--- config.mk ---
export PLATFORM = sky130hd
export DESIGN_NAME = gated_interval_timer
export DESIGN_NICKNAME = d
export VERILOG_FILES = /design/src/rtl/gated_interval_timer_pkg.sv /design/src/rtl/timer_gate_ctl.sv /design/src/rtl/timer_count_core.sv /design/src/rtl/gated_interval_timer.sv
export SDC_FILE = /design/constraint.sdc
export NUM_CORES = 1
export LEC_CHECK = 0
export ABC_AREA = 1
export ABC_CLOCK_PERIOD_IN_PS = 1400
export BUFFER_PORTS_ARGS = -buffer_cell sky130_fd_sc_hd__buf_2
export CORE_ASPECT_RATIO = 0.5
export CORE_MARGIN = 8
export CORE_UTILIZATION = 52
export DETAILED_ROUTE_END_ITERATION = 8
export GPL_ROUTABILITY_DRIVEN = 0
export GPL_TIMING_DRIVEN = 0
export HOLD_SLACK_MARGIN = 0.12
export PLACE_DENSITY = 0.75
export SLEW_MARGIN = 20
export SYNTH_ARGS = -nofsm -noshare
export SYNTH_HDL_FRONTEND = slang
export SYNTH_SLANG_ARGS = --single-unit
--- constraint.sdc ---
create_clock -name clk_i -period 1.4 [get_ports clk_i]
set_clock_uncertainty 0.2 [all_clocks]
set_input_delay 0.28 -clock clk_i [delete_from_list [all_inputs] [get_ports clk_i]]
set_output_delay 0.28 -clock clk_i [all_outputs]
set_load 0.02 [all_outputs]
--- src/rtl/gated_interval_timer_pkg.sv ---
package gated_interval_timer_pkg;
  typedef enum logic {
    MODE_TERM    = 1'b0,
    MODE_ONESHOT = 1'b1
  } mode_e;
endpackage

--- src/rtl/timer_gate_ctl.sv ---
module timer_gate_ctl (
  input  logic clk_i,
  input  logic rst_ni,
  input  logic sw_gate_i,
  input  logic gate_pin_en_i,
  input  logic gate_pin_i,
  output logic gate_o,
  output logic rise_o
);
  logic gate_q;

  assign gate_o = sw_gate_i | (gate_pin_en_i & gate_pin_i);
  assign rise_o = gate_o & ~gate_q;

  always_ff @(posedge clk_i or negedge rst_ni) begin
    if (!rst_ni) gate_q <= 1'b0;
    else         gate_q <= gate_o;
  end

  // a rising edge is never reported on two consecutive clocks
  assert_no_double_rise_R2: assert property (@(posedge clk_i) disable iff (!rst_ni)
    rise_o |=> !rise_o);
endmodule

--- src/rtl/timer_count_core.sv ---
module timer_count_core
  import gated_interval_timer_pkg::*;
#(
  parameter int CNT_W = 16
) (
  input  logic             clk_i,
  input  logic             rst_ni,
  input  logic             mode_we_i,
  input  logic             mode_sel_i,
  input  logic             count_we_i,
  input  logic [CNT_W-1:0] count_i,
  input  logic             gate_i,
  input  logic             rise_i,
  output logic             out_o
);
  localparam logic [CNT_W-1:0] CNT_ONE = CNT_W'(1);

  mode_e            mode_q;
  logic [CNT_W-1:0] cnt_q, reload_q;
  logic             out_q, run_q, loaded_q;
  logic             last_tick;

  assign last_tick = (cnt_q == CNT_ONE);
  assign out_o     = out_q;

  always_ff @(posedge clk_i or negedge rst_ni) begin
    if (!rst_ni) begin
      mode_q   <= MODE_TERM;
      cnt_q    <= '0;
      reload_q <= '0;
      out_q    <= 1'b0;
      run_q    <= 1'b0;
      loaded_q <= 1'b0;
    end else if (mode_we_i) begin
      mode_q   <= mode_e'(mode_sel_i);
      out_q    <= (mode_e'(mode_sel_i) == MODE_ONESHOT);
      run_q    <= 1'b0;
      loaded_q <= 1'b0;
    end else begin
      if (count_we_i) begin
        reload_q <= count_i;
        loaded_q <= 1'b1;
      end
      if (mode_q == MODE_TERM) begin
        if (count_we_i) begin
          cnt_q <= count_i;
          out_q <= 1'b0;
          run_q <= 1'b1;
        end else if (run_q && gate_i) begin
          cnt_q <= cnt_q - CNT_ONE;  // zero wraps: full 2^CNT_W clocks
          if (last_tick) begin
            out_q <= 1'b1;
            run_q <= 1'b0;
          end
        end
      end else begin
        if (rise_i && loaded_q) begin
          cnt_q <= reload_q;  // trigger or retrigger
          out_q <= 1'b0;
          run_q <= 1'b1;
        end else if (run_q) begin
          cnt_q <= cnt_q - CNT_ONE;
          if (last_tick) begin
            out_q <= 1'b1;
            run_q <= 1'b0;
          end
        end
      end
    end
  end

  assert_mode_idle_R4: assert property (@(posedge clk_i) disable iff (!rst_ni)
    mode_we_i |=> (out_q == $past(mode_sel_i)) && !run_q);

  assert_term_load_low_R5: assert property (@(posedge clk_i) disable iff (!rst_ni)
    (count_we_i && !mode_we_i && mode_q == MODE_TERM) |=> !out_q && run_q);

  assert_term_gate_hold_R6: assert property (@(posedge clk_i) disable iff (!rst_ni)
    (mode_q == MODE_TERM && !gate_i && !count_we_i && !mode_we_i) |=> $stable(cnt_q));

  assert_term_high_sticky_R7: assert property (@(posedge clk_i) disable iff (!rst_ni)
    (mode_q == MODE_TERM && out_q && !count_we_i && !mode_we_i) |=> out_q);

  assert_oneshot_trigger_R8: assert property (@(posedge clk_i) disable iff (!rst_ni)
    (mode_q == MODE_ONESHOT && rise_i && loaded_q && !mode_we_i)
      |=> !out_q && (cnt_q == $past(reload_q)));

  assert_oneshot_no_arm_R11: assert property (@(posedge clk_i) disable iff (!rst_ni)
    (mode_q == MODE_ONESHOT && !loaded_q && out_q && !mode_we_i) |=> out_q);
endmodule

--- src/rtl/gated_interval_timer.sv ---
module gated_interval_timer
  import gated_interval_timer_pkg::*;
#(
  parameter int CNT_W = 16
) (
  input  logic             clk_i,
  input  logic             rst_ni,
  input  logic             mode_we_i,
  input  logic             mode_sel_i,
  input  logic             count_we_i,
  input  logic [CNT_W-1:0] count_i,
  input  logic             sw_gate_i,
  input  logic             gate_pin_en_i,
  input  logic             gate_pin_i,
  input  logic             out_pin_en_i,
  output logic             out_sts_o,
  output logic             irq_o,
  output logic             out_pin_o
);
  logic gate, gate_rise, chan_out;

  timer_gate_ctl u_gate (
    .clk_i         (clk_i),
    .rst_ni        (rst_ni),
    .sw_gate_i     (sw_gate_i),
    .gate_pin_en_i (gate_pin_en_i),
    .gate_pin_i    (gate_pin_i),
    .gate_o        (gate),
    .rise_o        (gate_rise)
  );

  timer_count_core #(.CNT_W(CNT_W)) u_core (
    .clk_i      (clk_i),
    .rst_ni     (rst_ni),
    .mode_we_i  (mode_we_i),
    .mode_sel_i (mode_sel_i),
    .count_we_i (count_we_i),
    .count_i    (count_i),
    .gate_i     (gate),
    .rise_i     (gate_rise),
    .out_o      (chan_out)
  );

  assign out_sts_o = chan_out;
  assign irq_o     = chan_out;
  assign out_pin_o = chan_out & out_pin_en_i;

  assert_pin_gated_R3: assert property (@(posedge clk_i) disable iff (!rst_ni)
    !out_pin_en_i |-> !out_pin_o);
endmodule

==> impl_metrics.toml <==
[routing]
drc_errors = 0
firstDrtPassIters = 6
vias = 2799
finalWirelength_um = 9388
post_drt_wl_per_cell_um = 20.72
routed_via_density = 6.179
final_antenna_net_count = 0
drt_iter0_drc = 383

[grt]
groute.usage.overall_pct = 22.13
global_route_track_usage_on_met3_pct = 5.041
grt_pass1_wl_um = 12160
grt_use_met1_pct = 28.24
pin_count_of_the_biggest_net_entering_global_routing = 38
number_of_antenna_violations_at_the_first_check_in_global_routing = 0
grt_remaining_overflow = 0
met2_usage_pct = 34.66
first_global_vias = 2530
grt.busiest_layer = "met2"

[pwr]
leakagePower_nw = 1.638
power_mw = 5.087
power_density_over_cell_area_nw_per_um2 = 1464
vdd_drop_max_uv = 1002

[finish]
final_cell_mix = "sky130_fd_sc_hd__nand2_1, sky130_fd_sc_hd__inv_1, sky130_fd_sc_hd__dfrtp_1"
fillCellCount = 230
post_route_cells_drive_above_1_share_pct = 41.41
nNetsFinal = 422
area_growth_pct = 53.65
layout.cells.non_filler = 453
layout_commonest_cell = "sky130_fd_sc_hd__nand2_1"
num_antenna_cells = 0

[clock_network]
cts.sinks = 37
clock_tree_buf_depth = 2
cts.htree.levels = 2
clock_latency_ns = 0.30
cts_made_buffers = 5
tritoncts = "built"
clkTransAtPathRegs_ns = 0.08
clockRootBuffer = "sky130_fd_sc_hd__clkbuf_8"
cts_hold_buffers = 19

[die]
floorplan.core_area_um2 = 4297
height_of_the_chip_um = 62.64
die_area_um2 = 6845
num_rows = 17
initial_core_util_pct = 52.65
fp.dieW_um = 109.3
i_o_pins = 28

[worst_setup_path]
slowest_delay_ns = 0.41
setup.worst_path.end_class = "flip-flop"
timing.critical_path.required_ns = 1.40
path_common_cell = "sky130_fd_sc_hd__nand2_1"
crit_chain = "nor2_4 -> nand2_4 -> nor2_4 -> nand2_1 -> o21ai_1 -> nor2_2 -> nand2_1 -> nand2_1"
critical_path_depth = 8
cp.buffers_inverters = 0
cp.arrival_ns = 1.63
timing.critical_path.from_type = "flip-flop"
slowest_stage = "sky130_fd_sc_hd__dfrtp_1"
timing.critical_path.fanout_max = 6
path_class = "reg -> reg"
reg2reg_depth = 8
crit_path_max_delay_family = "simple AND/OR/NAND/NOR gates"

[synthesis]
synthesized_area_fraction_occupied_by_adder_cells_pct = 1.106
synth.distinct_cells = 27
seq_area_frac_synth_pct = 40.93
synth_edf_count = 0
synth_simple_gate_area_share_pct = 33.57
yosys.area_share.xor_xnor_pct = 0.7743
postSynthAreaPerCell_um2 = 7.091
syn_inst = 319
synth-seq-cells = 37
synthArstFlopShare_pct = 100.0
synthesized_area_fraction_occupied_by_ao_oa_aoi_and_oai_cells_pct = 11.56
synth_ff_type = "sky130_fd_sc_hd__dfrtp_1"
syn-cell-area_um2 = 2262
yosys_warnings = 0
synth_top_family_by_area = "simple AND/OR/NAND/NOR gates"
synth_mux_area_share_pct = 0.9956
synthesis.nets = 346

[sta]
setup_viol_count_final = 20
layout_min_cycle_time_ns = 1.626
period_share_pct = 116.1
final_critical_path_setup_slack_ns = -0.2258
worst_slack_on_hold_paths_ns = -0.1161
unrepaired_setup_endpoints_after_global_routing = "true"
max_slew.worst_pin.slew_ns = 0.8610
maxSlewHeadroom_pct = 42.60
fmax_mhz = 615.1
finalHoldViolCount = 37
final_max_slew_viol_count = 0

[placement]
dp_hpwl_um = 4111
io_buffers = 27
placedCellCount = 403

[job]
cap_viol_max_count = 0

[status]
status = "finished, violations left"
violations = "negative hold slack, negative setup slack"

[hold_path]
min-delay-path-class = "in -> async"
[per-layer routing]
| metal | vias to the layer above | wire length, um |
|---|---|---|
| met1 | 1310 | 3540 |
| met4 | 0 | 627 |
| li1 | 1158 | - |
| met2 | 251 | 4142 |
| met5 | - | 0 |
| met3 | 80 | 1077 |
[timing repair]
| action | 4_1_cts | 5_1_grt |
|---|---|---|
| resized for setup | 67 | 51 |
| setup endpoints to repair | 20 | 20 |
| cloned | 2 | 1 |
| hold endpoints to repair | 57 | 37 |
| setup buffers | 13 | 7 |
| pin swaps | 17 | 17 |
[kinds of logic (layout without fill, tap and decap cells)]
kind of cell	Yosys count	after routing
and+or+nand+nor	175	175
buffers and inverters	55	132
AOI/OAI and AO/OA	46	46
DFF	37	37
adders and majority gates	2	2
xor gates and xnor gates	2	2
muxes	2	2
[layout make-up]
type                            count  area, um2  share of cell area (%)
Inverter                           44      175.2                   5.040
Tap cell                           57      71.32                   2.052
Buffer                             11      111.4                   3.204
Clock buffer                        5      68.82                   1.980
Clock inverter                      3      65.06                   1.872
Sequential cell                    37      933.4                   26.85
Timing Repair Buffer               69      546.8                   15.73
Multi-Input combinational cell    227       1504                   43.27
[cells in the mapped netlist, drive strengths merged, types with 2 or more instances]
| library cell | n | area, um2 |
|---|---|---|
| a21boi | 3 | 30.03 |
| a21oi | 13 | 68.82 |
| buf | 11 | 85.07 |
| dfrtp | 37 | 925.9 |
| ha | 2 | 25.02 |
| inv | 44 | 165.2 |
| mux2 | 2 | 22.52 |
| nand2 | 100 | 392.9 |
| nand3 | 24 | 125.1 |
| nand3b | 4 | 30.03 |
| nand4 | 2 | 12.51 |
| nor2 | 45 | 198.9 |
| o21ai | 20 | 100.1 |
| o22ai | 10 | 62.56 |
[where the power goes]
group / switching [mW] / internal (mW) / total, mW
Clock: 0.434 / 0.708 / 1.14
Combinational: 1.36 / 0.928 / 2.29
Sequential: 0.344 / 1.31 / 1.66
Total: 2.14 / 2.95 / 5.09
[registers in the layout (all words and copies together) (netlist names)]
register / flops
u_core.cnt_q: 16
u_core.loaded_q: 1
u_core.mode_q: 1
u_core.out_o: 1
u_core.reload_q: 16
u_core.run_q: 1
u_gate.gate_q: 1
[metrics by stage]
| stage | worst slack (ns) | util (%) | cell area, um2 | setup TNS, ns |
|---|---|---|---|---|
| floorplan | -0.02986 | - | 2290 | -0.05967 |
| global placement | -0.1480 | 58.10 | 2496 | -2.447 |
| detailed placement | -0.1772 | 58.10 | 2496 | -3.091 |
| CTS | -0.09918 | 73.94 | 3177 | -1.324 |
| global route | -0.2842 | 80.90 | 3476 | -4.195 |
| finish | -0.2258 | 80.90 | 3476 | -3.478 |
[path summary, 6_finish.rpt]
path,slack (ns),endpoint,startpoint
setup / recovery,-0.23,u_core.cnt_q[8],u_gate.gate_q
min in group clk_i,0.29,u_core.out_o,mode_we_i
max in group asynchronous,0.52,u_core.cnt_q[5],rst_ni
setup reg to reg,-0.23,u_core.cnt_q[8],u_gate.gate_q
hold / removal,-0.12,u_gate.gate_q,rst_ni
hold reg to reg,0.32,u_core.reload_q[15],u_core.reload_q[15]
Note: power is estimated with default switching activity, not from simulation.
